===== src/rtl/seg_iter_adder_pkg.sv =====
package seg_iter_adder_pkg;

   typedef enum logic [1:0] {
      PH_IDLE = 2'd0,
      PH_SEED = 2'd1,
      PH_ITER = 2'd2
   } phase_e;

   // Encoded early-completion bound: 0 = none, 1 or 2 = guaranteed round limit
   typedef logic [1:0] bound_t;

endpackage


===== src/rtl/seg_iter_adder_seg.sv =====
module seg_iter_adder_seg #(
   parameter int SEG = 4
) (
   input  logic [SEG-1:0] a_i,
   input  logic [SEG-1:0] b_i,
   input  logic           cin_i,
   output logic [SEG-1:0] sum_o,
   output logic           cout_o
);

   logic [SEG-1:0] gen_w;
   logic [SEG-1:0] pass_w;
   logic [SEG-1:0] cy_w;
   logic [SEG-1:0] cbit_w;

   assign gen_w  = a_i & b_i;
   assign pass_w = a_i | b_i;

   // Two-level carry out of bit pos: OR of every generate term gated by the
   // pass terms above it, plus the incoming carry gated by all pass terms.
   function automatic logic flat_carry(input logic [SEG-1:0] g,
                                       input logic [SEG-1:0] p,
                                       input logic c,
                                       input int pos);
      logic acc;
      logic term;
      acc  = 1'b0;
      term = c;
      for (int k = 0; k <= pos; k++) term = term & p[k];
      acc = term;
      for (int j = 0; j <= pos; j++) begin
         term = g[j];
         for (int k = j + 1; k <= pos; k++) term = term & p[k];
         acc = acc | term;
      end
      return acc;
   endfunction

   for (genvar i = 0; i < SEG; i++) begin : g_bit
      assign cy_w[i] = flat_carry(gen_w, pass_w, cin_i, i);
   end

   assign cbit_w = {cy_w[SEG-2:0], cin_i};
   assign sum_o  = a_i ^ b_i ^ cbit_w;
   assign cout_o = cy_w[SEG-1];

endmodule


===== src/rtl/seg_iter_adder_pred.sv =====
module seg_iter_adder_pred
   import seg_iter_adder_pkg::*;
#(
   parameter int WIDTH = 32,
   parameter int SEG   = 4,
   localparam int NSEG = WIDTH / SEG
) (
   input  logic [WIDTH-1:0] a_i,
   input  logic [WIDTH-1:0] b_i,
   output bound_t           bound_o
);

   logic [WIDTH-1:0] diff_w;
   logic [NSEG-1:0]  full_w;
   logic             one_ok;
   logic             two_ok;

   assign diff_w = a_i ^ b_i;

   // Segment 0 always sees a known zero carry, so it never extends a run.
   for (genvar k = 0; k < NSEG; k++) begin : g_full
      if (k == 0) begin : g_base
         assign full_w[k] = 1'b0;
      end else begin : g_upper
         assign full_w[k] = &diff_w[k*SEG +: SEG];
      end
   end

   assign one_ok = ~|(full_w[NSEG-1:1] & full_w[NSEG-2:0]);
   assign two_ok = ~|(full_w[NSEG-1:2] & full_w[NSEG-2:1] & full_w[NSEG-3:0]);

   assign bound_o = one_ok ? bound_t'(1) : (two_ok ? bound_t'(2) : bound_t'(0));

endmodule


===== src/rtl/seg_iter_adder.sv =====
module seg_iter_adder
   import seg_iter_adder_pkg::*;
#(
   parameter int  WIDTH = 32,
   parameter int  SEG   = 4,
   localparam int NSEG  = WIDTH / SEG,
   localparam int RW    = $clog2(NSEG) + 1
) (
   input  logic             clk_i,
   input  logic             rst_ni,
   input  logic             start_i,
   input  logic [WIDTH-1:0] x_i,
   input  logic [WIDTH-1:0] y_i,
   output logic [WIDTH:0]   sum_o,
   output logic             done_o,
   output logic [RW-1:0]    rounds_o
);

   if (SEG < 2) begin : g_chk_seg
      $error("SEG must be at least 2");
   end
   if (WIDTH % SEG != 0) begin : g_chk_div
      $error("WIDTH must be a multiple of SEG");
   end
   if (NSEG < 3) begin : g_chk_nseg
      $error("at least three segments are required");
   end

   logic [WIDTH-1:0] xq, yq;
   logic [NSEG-1:0]  c_q;
   logic [NSEG-1:0]  nxt_c;
   logic [NSEG-1:0]  cin_v;
   logic [WIDTH-1:0] sum_w;
   logic [RW-1:0]    rnd_q;
   logic [RW-1:0]    rnd_inc;
   logic             done_q;
   bound_t           bound_q;
   bound_t           bound_w;
   phase_e           ph_q;

   assign cin_v   = {c_q[NSEG-2:0], 1'b0};
   assign rnd_inc = rnd_q + RW'(1);

   for (genvar k = 0; k < NSEG; k++) begin : g_seg
      seg_iter_adder_seg #(.SEG(SEG)) u_seg (
         .a_i   (xq[k*SEG +: SEG]),
         .b_i   (yq[k*SEG +: SEG]),
         .cin_i (cin_v[k]),
         .sum_o (sum_w[k*SEG +: SEG]),
         .cout_o(nxt_c[k])
      );
   end

   seg_iter_adder_pred #(.WIDTH(WIDTH), .SEG(SEG)) u_pred (
      .a_i    (x_i),
      .b_i    (y_i),
      .bound_o(bound_w)
   );

   always_ff @(posedge clk_i) begin
      if (!rst_ni) begin
         xq      <= '0;
         yq      <= '0;
         c_q     <= '0;
         rnd_q   <= '0;
         done_q  <= 1'b0;
         bound_q <= '0;
         ph_q    <= PH_IDLE;
      end else if (start_i) begin
         xq      <= x_i;
         yq      <= y_i;
         c_q     <= '0;
         rnd_q   <= '0;
         done_q  <= 1'b0;
         bound_q <= bound_w;
         ph_q    <= PH_SEED;
      end else begin
         case (ph_q)
            PH_SEED: begin
               c_q  <= nxt_c;
               ph_q <= PH_ITER;
            end
            PH_ITER: begin
               if (nxt_c == c_q) begin
                  done_q <= 1'b1;
                  ph_q   <= PH_IDLE;
               end else begin
                  c_q   <= nxt_c;
                  rnd_q <= rnd_inc;
                  if (bound_q != '0 && rnd_inc == RW'(bound_q)) begin
                     done_q <= 1'b1;
                     ph_q   <= PH_IDLE;
                  end
               end
            end
            default: ;
         endcase
      end
   end

   assign sum_o    = {c_q[NSEG-1], sum_w};
   assign done_o   = done_q;
   assign rounds_o = rnd_q;

endmodule


===== config.mk =====
export PLATFORM = sky130hd
export DESIGN_NAME = seg_iter_adder
export DESIGN_NICKNAME = d
export VERILOG_FILES = /design/src/rtl/seg_iter_adder_pkg.sv /design/src/rtl/seg_iter_adder_seg.sv /design/src/rtl/seg_iter_adder_pred.sv /design/src/rtl/seg_iter_adder.sv
export SDC_FILE = /design/constraint.sdc
export NUM_CORES = 1
export LEC_CHECK = 0
export BUFFER_PORTS_ARGS = -buffer_cell sky130_fd_sc_hd__buf_4
export CAP_MARGIN = 40
export CORE_MARGIN = 3
export CORE_UTILIZATION = 55
export DETAILED_ROUTE_END_ITERATION = 7
export PLACE_DENSITY = 0.81
export SYNTH_ARGS = -nofsm -noshare
export SYNTH_HDL_FRONTEND = slang
export SYNTH_SLANG_ARGS = --single-unit

===== constraint.sdc =====
create_clock -name clk_i -period 3.41 [get_ports clk_i]
set_clock_uncertainty 0.05 [all_clocks]
set_input_delay 0.8525 -clock clk_i [delete_from_list [all_inputs] [get_ports clk_i]]
set_output_delay 0.8525 -clock clk_i [all_outputs]
set_load 0.005 [all_outputs]

==> impl_metrics.env, run 1 <==
export IMPL_die_width_microns=108
export IMPL_power_density_nw_per_um2=355
export IMPL_grt_pass1_vias=4517
export IMPL_nNetsFinal=863
export IMPL_final_common_cell="buf_4"
export IMPL_syn_cell_area_sq_um=5750
export IMPL_cpLargestDelayFamily="simple AND/OR/NAND/NOR gates"
export IMPL_p_int_uw=1770
export IMPL_clock_latency_ns=0.35
export IMPL_crit_chain="inv_1 > ha_1 > or3b_1 > a31oi_4 > nor2_1 > xnor2_1 > buf_4"
export IMPL_grt_pass1_wl_mm=21.0
export IMPL_min_period_ns=2.95
export IMPL_drive_gt1_share_pct=18.7
export IMPL_grt_usage_pct=22.3
export IMPL_placed_cells=846
export IMPL_hpwl_mm=10.2
export IMPL_clock_sinks=81
export IMPL_grt_overflow_total=0
export IMPL_rrSetupSlack_ns=0.63
export IMPL_sw_frac_of_total_pct=27.2
export IMPL_syn_inst=626
export IMPL_yosysSeqAreaShare_pct=28.2
export IMPL_critPathRequiredTime_ns=2.51
export IMPL_cts_buffer_depth=2
export IMPL_synth_fp_nets=765
export IMPL_max_slew_margin_rel_pct=49.1
export IMPL_synth_ff_type="dfxtp_1"
export IMPL_status="complete, no violations"
export IMPL_tns_ns=0
export IMPL_power_frac_seq_pct=42.8
export IMPL_start_kind="flop"
export IMPL_route_detailed_drc=0
export IMPL_cp_max_fo=3
export IMPL_coreArea_sq_um=9950
export IMPL_power_frac_clock_pct=34.2
export IMPL_cts_setup_buffers=0
export IMPL_dr_first_iter_drc_count=204
export IMPL_cpPeakStageDelay_ns=0.43
export IMPL_synthArstFlopShare_pct=0
export IMPL_cts_hold_buffers=0
export IMPL_multi_input_area_sq_um=3700
export IMPL_tightest_slew_ns=0.756
export IMPL_cts_buffers=9
export IMPL_fp_dieH_microns=108
export IMPL_io_pins=105
export IMPL_vdd_drop_max_mv=0.262
export IMPL_end_kind="primary output"
export IMPL_criticalPathCategory="reg2out"
export IMPL_fin_cells=861
export IMPL_min_path_cells=1
export IMPL_rsz0062_at_grt="false"
export IMPL_cts_root_buf="clkbuf_8"
export IMPL_drtPass1Iterations=4
export IMPL_place_gp_congestion=0.889
export IMPL_dieArea_sq_um=11700
export IMPL_fin_crit_sh_pct=86.5
export IMPL_fmax_mhz=339
export IMPL_ys_ff_latch=81
export IMPL_wirelength_mm=12.8
export IMPL_via_count=4476
export IMPL_portBuffers=104
export IMPL_path_buf_inv=2
export IMPL_fillers=780
export IMPL_diodes=0
export IMPL_holdCritStartpoint="done_o$_SDFFE_PP0P_"
export IMPL_maxCapViolCount=0
export IMPL_slew_violations=0
export IMPL_wl_per_cell_microns=14.8
export IMPL_p_switching_uw=662
export IMPL_hold_path_class="reg2reg"
export IMPL_viasPerCell=5.20
export IMPL_cts_tree="yes"
export IMPL_power_frac_comb_pct=23.0
export IMPL_power_leakage_uw=0.00313
export IMPL_most_common_layout_cells="buf_4 (106), inv_1 (87), dfxtp_1 (81)"
export IMPL_hold_viol=0
export IMPL_arrival_ns=2.05
export IMPL_cts_max_level=3
export IMPL_initial_utilization_pct=57.8
export IMPL_worstHoldEndpoint="done_o$_SDFFE_PP0P_"
export IMPL_cts_resized=0
export IMPL_ant_nets=0
export IMPL_ys_types=59
export IMPL_crit_path_top_delay_cell="or3b_1"
export IMPL_clk_pin_slew_ns=0.09
export IMPL_syn_area_per_cell_sq_um=9.18
export IMPL_r2r_cells=9
export IMPL_syn_to_final_growth_pct=19.5
export IMPL_grt_max_degree=38
export IMPL_setup_viol_count_final=0
export IMPL_rr_startpoint="yq[19]$_SDFFE_PN0P_"
export IMPL_num_rows=36
export IMPL_holdWs_ns=0.485
export IMPL_yosysWarnings=0
export IMPL_regToRegEndpoint="c_q[7]$_SDFFE_PP0P_"
export IMPL_seqCellArea_sq_um=1620
export IMPL_grt_antenna_before_repair=0
export IMPL_synth_edf_count=0
## logic make-up (layout without fill, tap and decap cells)
group           after synthesis  in the layout  share of synthesized area [%]
simple gates                165            165                           17.5
buf+inv                     108            210                           7.36
flops                        81             81                           28.2
mux                          78             78                           13.6
fa+ha+maj                    72             72                           16.7
compound gates               66             66                           8.12
xor+xnor                     56             56                           8.53
## state kept, by name, summed over array words and instances, names as in the netlist
name,cells
yq,32
xq,32
done_o,1
rounds_o,4
c_q,8
ph_q,2
bound_q,2
## through the flow
step | util (%) | power, uW | instance area (sq um) | setup slack, ns
after floorplan | - | 1390 | 5750 | 0.917
after global placement | 66.7 | 1600 | 6640 | 0.786
after detailed placement | 66.7 | 1630 | 6640 | 0.672
after CTS | 69.0 | 2450 | 6870 | 0.431
after global routing | 69.0 | 2550 | 6870 | 0.358
final | 69.0 | 2440 | 6870 | 0.459
## cell usage after synthesis (5+ instances only)
master	instances	area, sq um
inv_1	87	327
dfxtp_1	81	1620
mux2i_1	76	761
nor2b_1	73	457
ha_1	64	801
xnor2_1	39	342
nor2_1	31	116
a21oi_1	20	100
xor2_1	17	149
clkbuf_1	14	52.6
o21ai_0	11	55.1
fa_1	8	160
nand2_1	8	30.0
nor3b_1	7	52.6
nor4_1	7	43.8
nand3_1	6	30.0
nand2b_1	5	31.3
nor3_1	5	25.0
## power by group through the flow
stage                     Sequential, uW  Clock [uW]  Combinational [uW]
after detailed placement            1060           0                 563
after floorplan                     1050           0                 340
final                               1040         833                 561
after global routing                1050         879                 624
after CTS                           1040         842                 566
after global placement              1060           0                 544
## how the worst max path moves through the flow
stage | startpoint | to | slack (ns) | depth (start not counted)
final | yq[4]$_SDFFE_PN0P_ | sum_o[7] | 0.46 | 7
after global routing | yq[4]$_SDFFE_PN0P_ | sum_o[7] | 0.36 | 7
after CTS | yq[4]$_SDFFE_PN0P_ | sum_o[7] | 0.43 | 7
after global placement | yq[1]$_SDFFE_PN0P_ | c_q[6]$_SDFFE_PP0P_ | 0.79 | 9
after detailed placement | xq[11]$_SDFFE_PN0P_ | c_q[6]$_SDFFE_PP0P_ | 0.67 | 9
after floorplan | yq[1]$_SDFFE_PN0P_ | c_q[6]$_SDFFE_PP0P_ | 0.92 | 9
## per-layer routing
metal	GRT usage, %	routed length [microns]	up-vias
met4	7.94	228	0
met1	27.4	5430	2079
met2	39.5	6430	121
met3	3.34	678	24
li1	-	-	2252
met5	0	0	-
## area by class of cell
class / count / share of cell area (%)
clock inverters: 6 / 1.57
clock buffers: 9 / 1.80
multi-input cells: 437 / 53.9
inverters: 88 / 4.81
well taps: 133 / 2.42
flip-flops and latches: 81 / 23.6
repair buffers: 107 / 11.9
No activity file was read; power rests on OpenSTA's default activity.
==> run 2, diff against run 1 <==
--- a/config.mk
+++ b/config.mk
@@ -9,6 +9,7 @@
 export CAP_MARGIN = 40
 export CORE_MARGIN = 3
 export CORE_UTILIZATION = 55
+export CTS_BUF_LIST = sky130_fd_sc_hd__clkbuf_16
 export DETAILED_ROUTE_END_ITERATION = 7
 export PLACE_DENSITY = 0.81
 export SYNTH_ARGS = -nofsm -noshare
==> run 2 against run 1 <==
Register-to-register slack about the same. Flip-flop and latch count unchanged. Final cell count unchanged. Non-clock buffer count unchanged. Sequential share of layout area decreased by 0.34 points. Cell area increased by 1.5%. Clock-buffer cell count unchanged. Sequential power about the same. First-iteration DRC count decreased by 7.8%.
==> impl_metrics.env, run 2 (synthesis results as in run 1) <==
export IMPL_status="complete, no violations"
export IMPL_max_slew_margin_rel_pct=46.1
export IMPL_cts_buffers=9
export IMPL_cts_resized=0
export IMPL_grt_max_degree=38
export IMPL_maxCapViolCount=0
export IMPL_nNetsFinal=863
export IMPL_placed_cells=846
export IMPL_path_buf_inv=2
export IMPL_cp_max_fo=3
export IMPL_hold_viol=0
export IMPL_grt_overflow_total=0
export IMPL_ant_nets=0
export IMPL_power_density_nw_per_um2=387
export IMPL_crit_chain="inv_1 > ha_1 > or3b_1 > a31oi_4 > nor2_1 > xnor2_1 > buf_4"
export IMPL_fmax_mhz=338
export IMPL_criticalPathCategory="reg2out"
export IMPL_tightest_slew_ns=0.801
export IMPL_wl_per_cell_microns=15.1
export IMPL_holdWs_ns=0.476
export IMPL_min_period_ns=2.96
export IMPL_num_rows=36
export IMPL_slew_violations=0
export IMPL_syn_to_final_growth_pct=21.3
export IMPL_critPathRequiredTime_ns=2.51
export IMPL_grt_usage_pct=22.6
export IMPL_cpPeakStageDelay_ns=0.43
export IMPL_initial_utilization_pct=57.8
export IMPL_clock_latency_ns=0.33
export IMPL_die_width_microns=108
export IMPL_postPlaceCellArea_sq_um=6640
export IMPL_grt_pass1_wl_mm=21.2
export IMPL_cpLargestDelayFamily="simple AND/OR/NAND/NOR gates"
export IMPL_cts_buffer_depth=2
export IMPL_fillers=759
export IMPL_cts_tree="yes"
export IMPL_route_detailed_drc=0
export IMPL_final_area_sq_um=6970
export IMPL_rsz0062_at_grt="false"
export IMPL_hpwl_mm=10.2
export IMPL_final_common_cell="buf_4"
export IMPL_start_kind="flop"
export IMPL_fin_crit_sh_pct=86.8
export IMPL_drtPass1Iterations=5
export IMPL_hold_path_class="reg2reg"
export IMPL_clk_pin_slew_ns=0.06
export IMPL_place_gp_congestion=0.889
export IMPL_cts_max_level=3
export IMPL_dieArea_sq_um=11700
export IMPL_fin_cells=861
export IMPL_clock_sinks=81
export IMPL_portBuffers=104
export IMPL_tns_ns=0
export IMPL_setup_viol_count_final=0
export IMPL_end_kind="primary output"
export IMPL_io_pins=105
export IMPL_via_count=4557
export IMPL_cts_setup_buffers=0
export IMPL_crit_path_top_delay_cell="or3b_1"
export IMPL_dr_first_iter_drc_count=188
export IMPL_fp_dieH_microns=108
export IMPL_viasPerCell=5.29
export IMPL_grt_antenna_before_repair=0
export IMPL_diodes=0
export IMPL_final_util_pct=70.0
export IMPL_wirelength_mm=13.0
export IMPL_most_common_layout_cells="buf_4 (106), inv_1 (87), dfxtp_1 (81)"
export IMPL_arrival_ns=2.06
export IMPL_vdd_drop_max_mv=0.272
export IMPL_power_leakage_uw=0.00318
export IMPL_cts_hold_buffers=0
export IMPL_drive_gt1_share_pct=18.7
export IMPL_top_regs="xq (32), yq (32), c_q (8)"
export IMPL_coreArea_sq_um=9950
export IMPL_grt_pass1_vias=4568
export IMPL_cts_root_buf="clkbuf_16"
run 2: cell count changes in the layout (fill, tap and decap cells not counted):
cell	change
clkbuf_16	+9
clkbuf_8	-9
run 2: area by class of cell:
type                    instances  area, sq um  area share [%]
clock buffers                   9          225            3.23
clock inverters                 6          108            1.54
inverters                      88          330            4.74
multi-input cells             437         3700            53.1
flip-flops and latches         81         1620            23.3
well taps                     133          166            2.39
repair buffers                107          816            11.7
run 2: report_power, final:
part,internal (uW),switching [uW]
Sequential,998,46.0
Clock,709,382
Combinational,298,265
Total,2000,693
run 2: worst paths after layout:
kind | slack (ns) | to | start | cells after the start
max | 0.45 | sum_o[7] | yq[4]$_SDFFE_PN0P_ | 7
min | 0.48 | bound_q[0]$_SDFFE_PN0P_ | bound_q[0]$_SDFFE_PN0P_ | 1
max reg2reg | 0.64 | c_q[7]$_SDFFE_PP0P_ | yq[19]$_SDFFE_PN0P_ | 9
min reg2reg | 0.48 | bound_q[0]$_SDFFE_PN0P_ | bound_q[0]$_SDFFE_PN0P_ | 1
run 2: stage by stage:
stage	total power (uW)	worst slack [ns]
finish	2700	0.450
global route	2820	0.349
CTS	2710	0.433
detailed placement	1630	0.672
global placement	1600	0.786
floorplan	1390	0.917
run 2: metal layers:
layer,up-vias,global-route usage (%),wire (microns)
met5,-,0,0
met4,0,9.74,304
met3,27,3.40,624
met2,137,39.9,6570
met1,2143,27.4,5490
li1,2250,-,-
==> run 3, diff against run 2 <==
--- a/config.mk
+++ b/config.mk
@@ -11,7 +11,7 @@
 export CORE_UTILIZATION = 55
 export CTS_BUF_LIST = sky130_fd_sc_hd__clkbuf_16
 export DETAILED_ROUTE_END_ITERATION = 7
-export PLACE_DENSITY = 0.81
+export PLACE_DENSITY = 0.85
 export SYNTH_ARGS = -nofsm -noshare
 export SYNTH_HDL_FRONTEND = slang
 export SYNTH_SLANG_ARGS = --single-unit
==> run 3 against run 2 <==
Total power down 6.7%. Clock-buffer cell count unchanged. Via count down 0.50%. First-iteration DRC count up 6.9%. Utilization down 0.70 points. Fmax down 0.85%. Worst hold slack worse by 0.022 ns. Critical path type unchanged. Critical endpoint unchanged. Register-to-register slack better by 0.03 ns. Setup slack worse by 0.025 ns. Sequential share of layout area up 0.24 points. Flip-flop and latch count unchanged.
==> impl_metrics.env, run 3 (synthesis results as in run 1) <==
export IMPL_status="complete, no violations"
export IMPL_place_gp_congestion=1.00
export IMPL_top_regs="xq (32), yq (32), c_q (8)"
export IMPL_rsz0062_at_grt="false"
export IMPL_cts_root_buf="clkbuf_16"
export IMPL_num_rows=36
export IMPL_power_frac_comb_pct=22.3
export IMPL_initial_utilization_pct=57.8
export IMPL_fin_crit_sh_pct=87.5
export IMPL_coreArea_sq_um=9950
export IMPL_grt_antenna_before_repair=0
export IMPL_final_common_cell="buf_4"
export IMPL_max_slew_margin_rel_pct=46.2
export IMPL_sw_frac_of_total_pct=26.7
export IMPL_syn_to_final_growth_pct=20.0
export IMPL_p_int_uw=1850
export IMPL_critPathRequiredTime_ns=2.51
export IMPL_grt_max_degree=70
export IMPL_tightest_slew_ns=0.800
export IMPL_cts_max_level=3
export IMPL_cts_buffer_depth=2
export IMPL_arrival_ns=2.08
export IMPL_dieArea_sq_um=11700
export IMPL_end_kind="primary output"
export IMPL_clock_sinks=81
export IMPL_cts_tree="yes"
export IMPL_cts_setup_buffers=0
export IMPL_holdWs_ns=0.453
export IMPL_setup_viol_count_final=0
export IMPL_wl_per_cell_microns=15.1
export IMPL_via_count=4534
export IMPL_ant_nets=0
export IMPL_hold_path_class="reg2reg"
export IMPL_power_total_uw=2520
export IMPL_hold_viol=0
export IMPL_nNetsFinal=863
export IMPL_power_density_nw_per_um2=365
export IMPL_io_pins=105
export IMPL_min_path_cells=1
export IMPL_drive_gt1_share_pct=18.1
export IMPL_vdd_drop_max_mv=0.189
export IMPL_setup_ws_ns=0.425
export IMPL_wirelength_mm=13.0
export IMPL_grt_pass1_vias=4576
export IMPL_die_width_microns=108
export IMPL_start_kind="flop"
export IMPL_slew_violations=0
export IMPL_fp_dieH_microns=108
export IMPL_viasPerCell=5.27
export IMPL_min_period_ns=2.98
export IMPL_power_frac_seq_pct=41.5
export IMPL_p_switching_uw=671
export IMPL_portBuffers=104
export IMPL_grtUsageMet3_pct=4.90
export IMPL_cp_max_fo=3
export IMPL_tns_ns=0
export IMPL_route_detailed_drc=0
export IMPL_cts_resized=0
export IMPL_fmax_mhz=335
export IMPL_met2_usage_pct=39.2
export IMPL_power_leakage_uw=0.00315
export IMPL_drtPass1Iterations=5
export IMPL_preCtsSetupSlack_ns=0.686
export IMPL_maxCapViolCount=0
export IMPL_diodes=0
export IMPL_grt_overflow_total=0
export IMPL_hpwl_mm=10.2
export IMPL_power_frac_clock_pct=36.2
export IMPL_cts_hold_buffers=0
export IMPL_dr_first_iter_drc_count=201
export IMPL_cts_buffers=9
export IMPL_grt_usage_pct=22.6
export IMPL_criticalPathCategory="reg2out"
export IMPL_clock_latency_ns=0.33
export IMPL_met1_usage_pct=27.5
export IMPL_clk_pin_slew_ns=0.06
export IMPL_top_usage_layer="met2"
export IMPL_r2r_cells=9
export IMPL_most_common_layout_cells="buf_4 (107), inv_1 (87), dfxtp_1 (81)"
export IMPL_grt_pass1_wl_mm=21.1
run 3: cell count changes in the layout (fill, tap and decap cells not counted):
cell and delta:
buf_12 -1, buf_4 +1, bufinv_16 -2, clkinv_1 +4, clkinv_2 -1, clkinvlp_4 -1
run 3: area by class of cell:
class / instances / area (sq um)
clock buffers: 9 / 225
clock inverters: 6 / 50.0
fillers: 767 / 3050
inverters: 88 / 330
multi-input cells: 437 / 3700
flip-flops and latches: 81 / 1620
well taps: 133 / 166
repair buffers: 107 / 803
run 3: power by group through the flow:
stage | combinational [uW] | sequential (uW) | clock [uW]
2_1_floorplan | 340 | 1050 | 0
3_3_place_gp | 541 | 1060 | 0
3_5_place_dp | 561 | 1060 | 0
4_1_cts | 566 | 1040 | 926
5_1_grt | 621 | 1050 | 963
6_report | 561 | 1040 | 912
run 3: per-stage QoR:
stage                     instances  utilization, %  area, sq um
after global routing            861            69.3         6900
after CTS                       861            69.3         6900
after global placement          846            66.6         6630
final                           861            69.3         6900
after floorplan                 626               -         5750
after detailed placement        846            66.6         6630
run 3: final timing paths:
kind,start,to,slack (ns)
min,bound_q[0]$_SDFFE_PN0P_,bound_q[0]$_SDFFE_PN0P_,0.45
max,yq[4]$_SDFFE_PN0P_,sum_o[7],0.43
min reg2reg,bound_q[0]$_SDFFE_PN0P_,bound_q[0]$_SDFFE_PN0P_,0.45
max reg2reg,yq[27]$_SDFFE_PN0P_,c_q[7]$_SDFFE_PP0P_,0.67
run 3: worst max-delay path: stages (launching register included):
cell     delay (ns)
dfxtp_1        0.35
inv_1          0.08
ha_1           0.19
or3b_1         0.43
a31oi_4        0.21
nor2_1         0.10
xnor2_1        0.23
buf_4          0.16
run 3: layer usage:
layer  wire length [microns]  up-vias
met4                     265        0
met5                       0        -
li1                        -     2255
met3                     776       22
met2                    6350      131
met1                    5590     2126
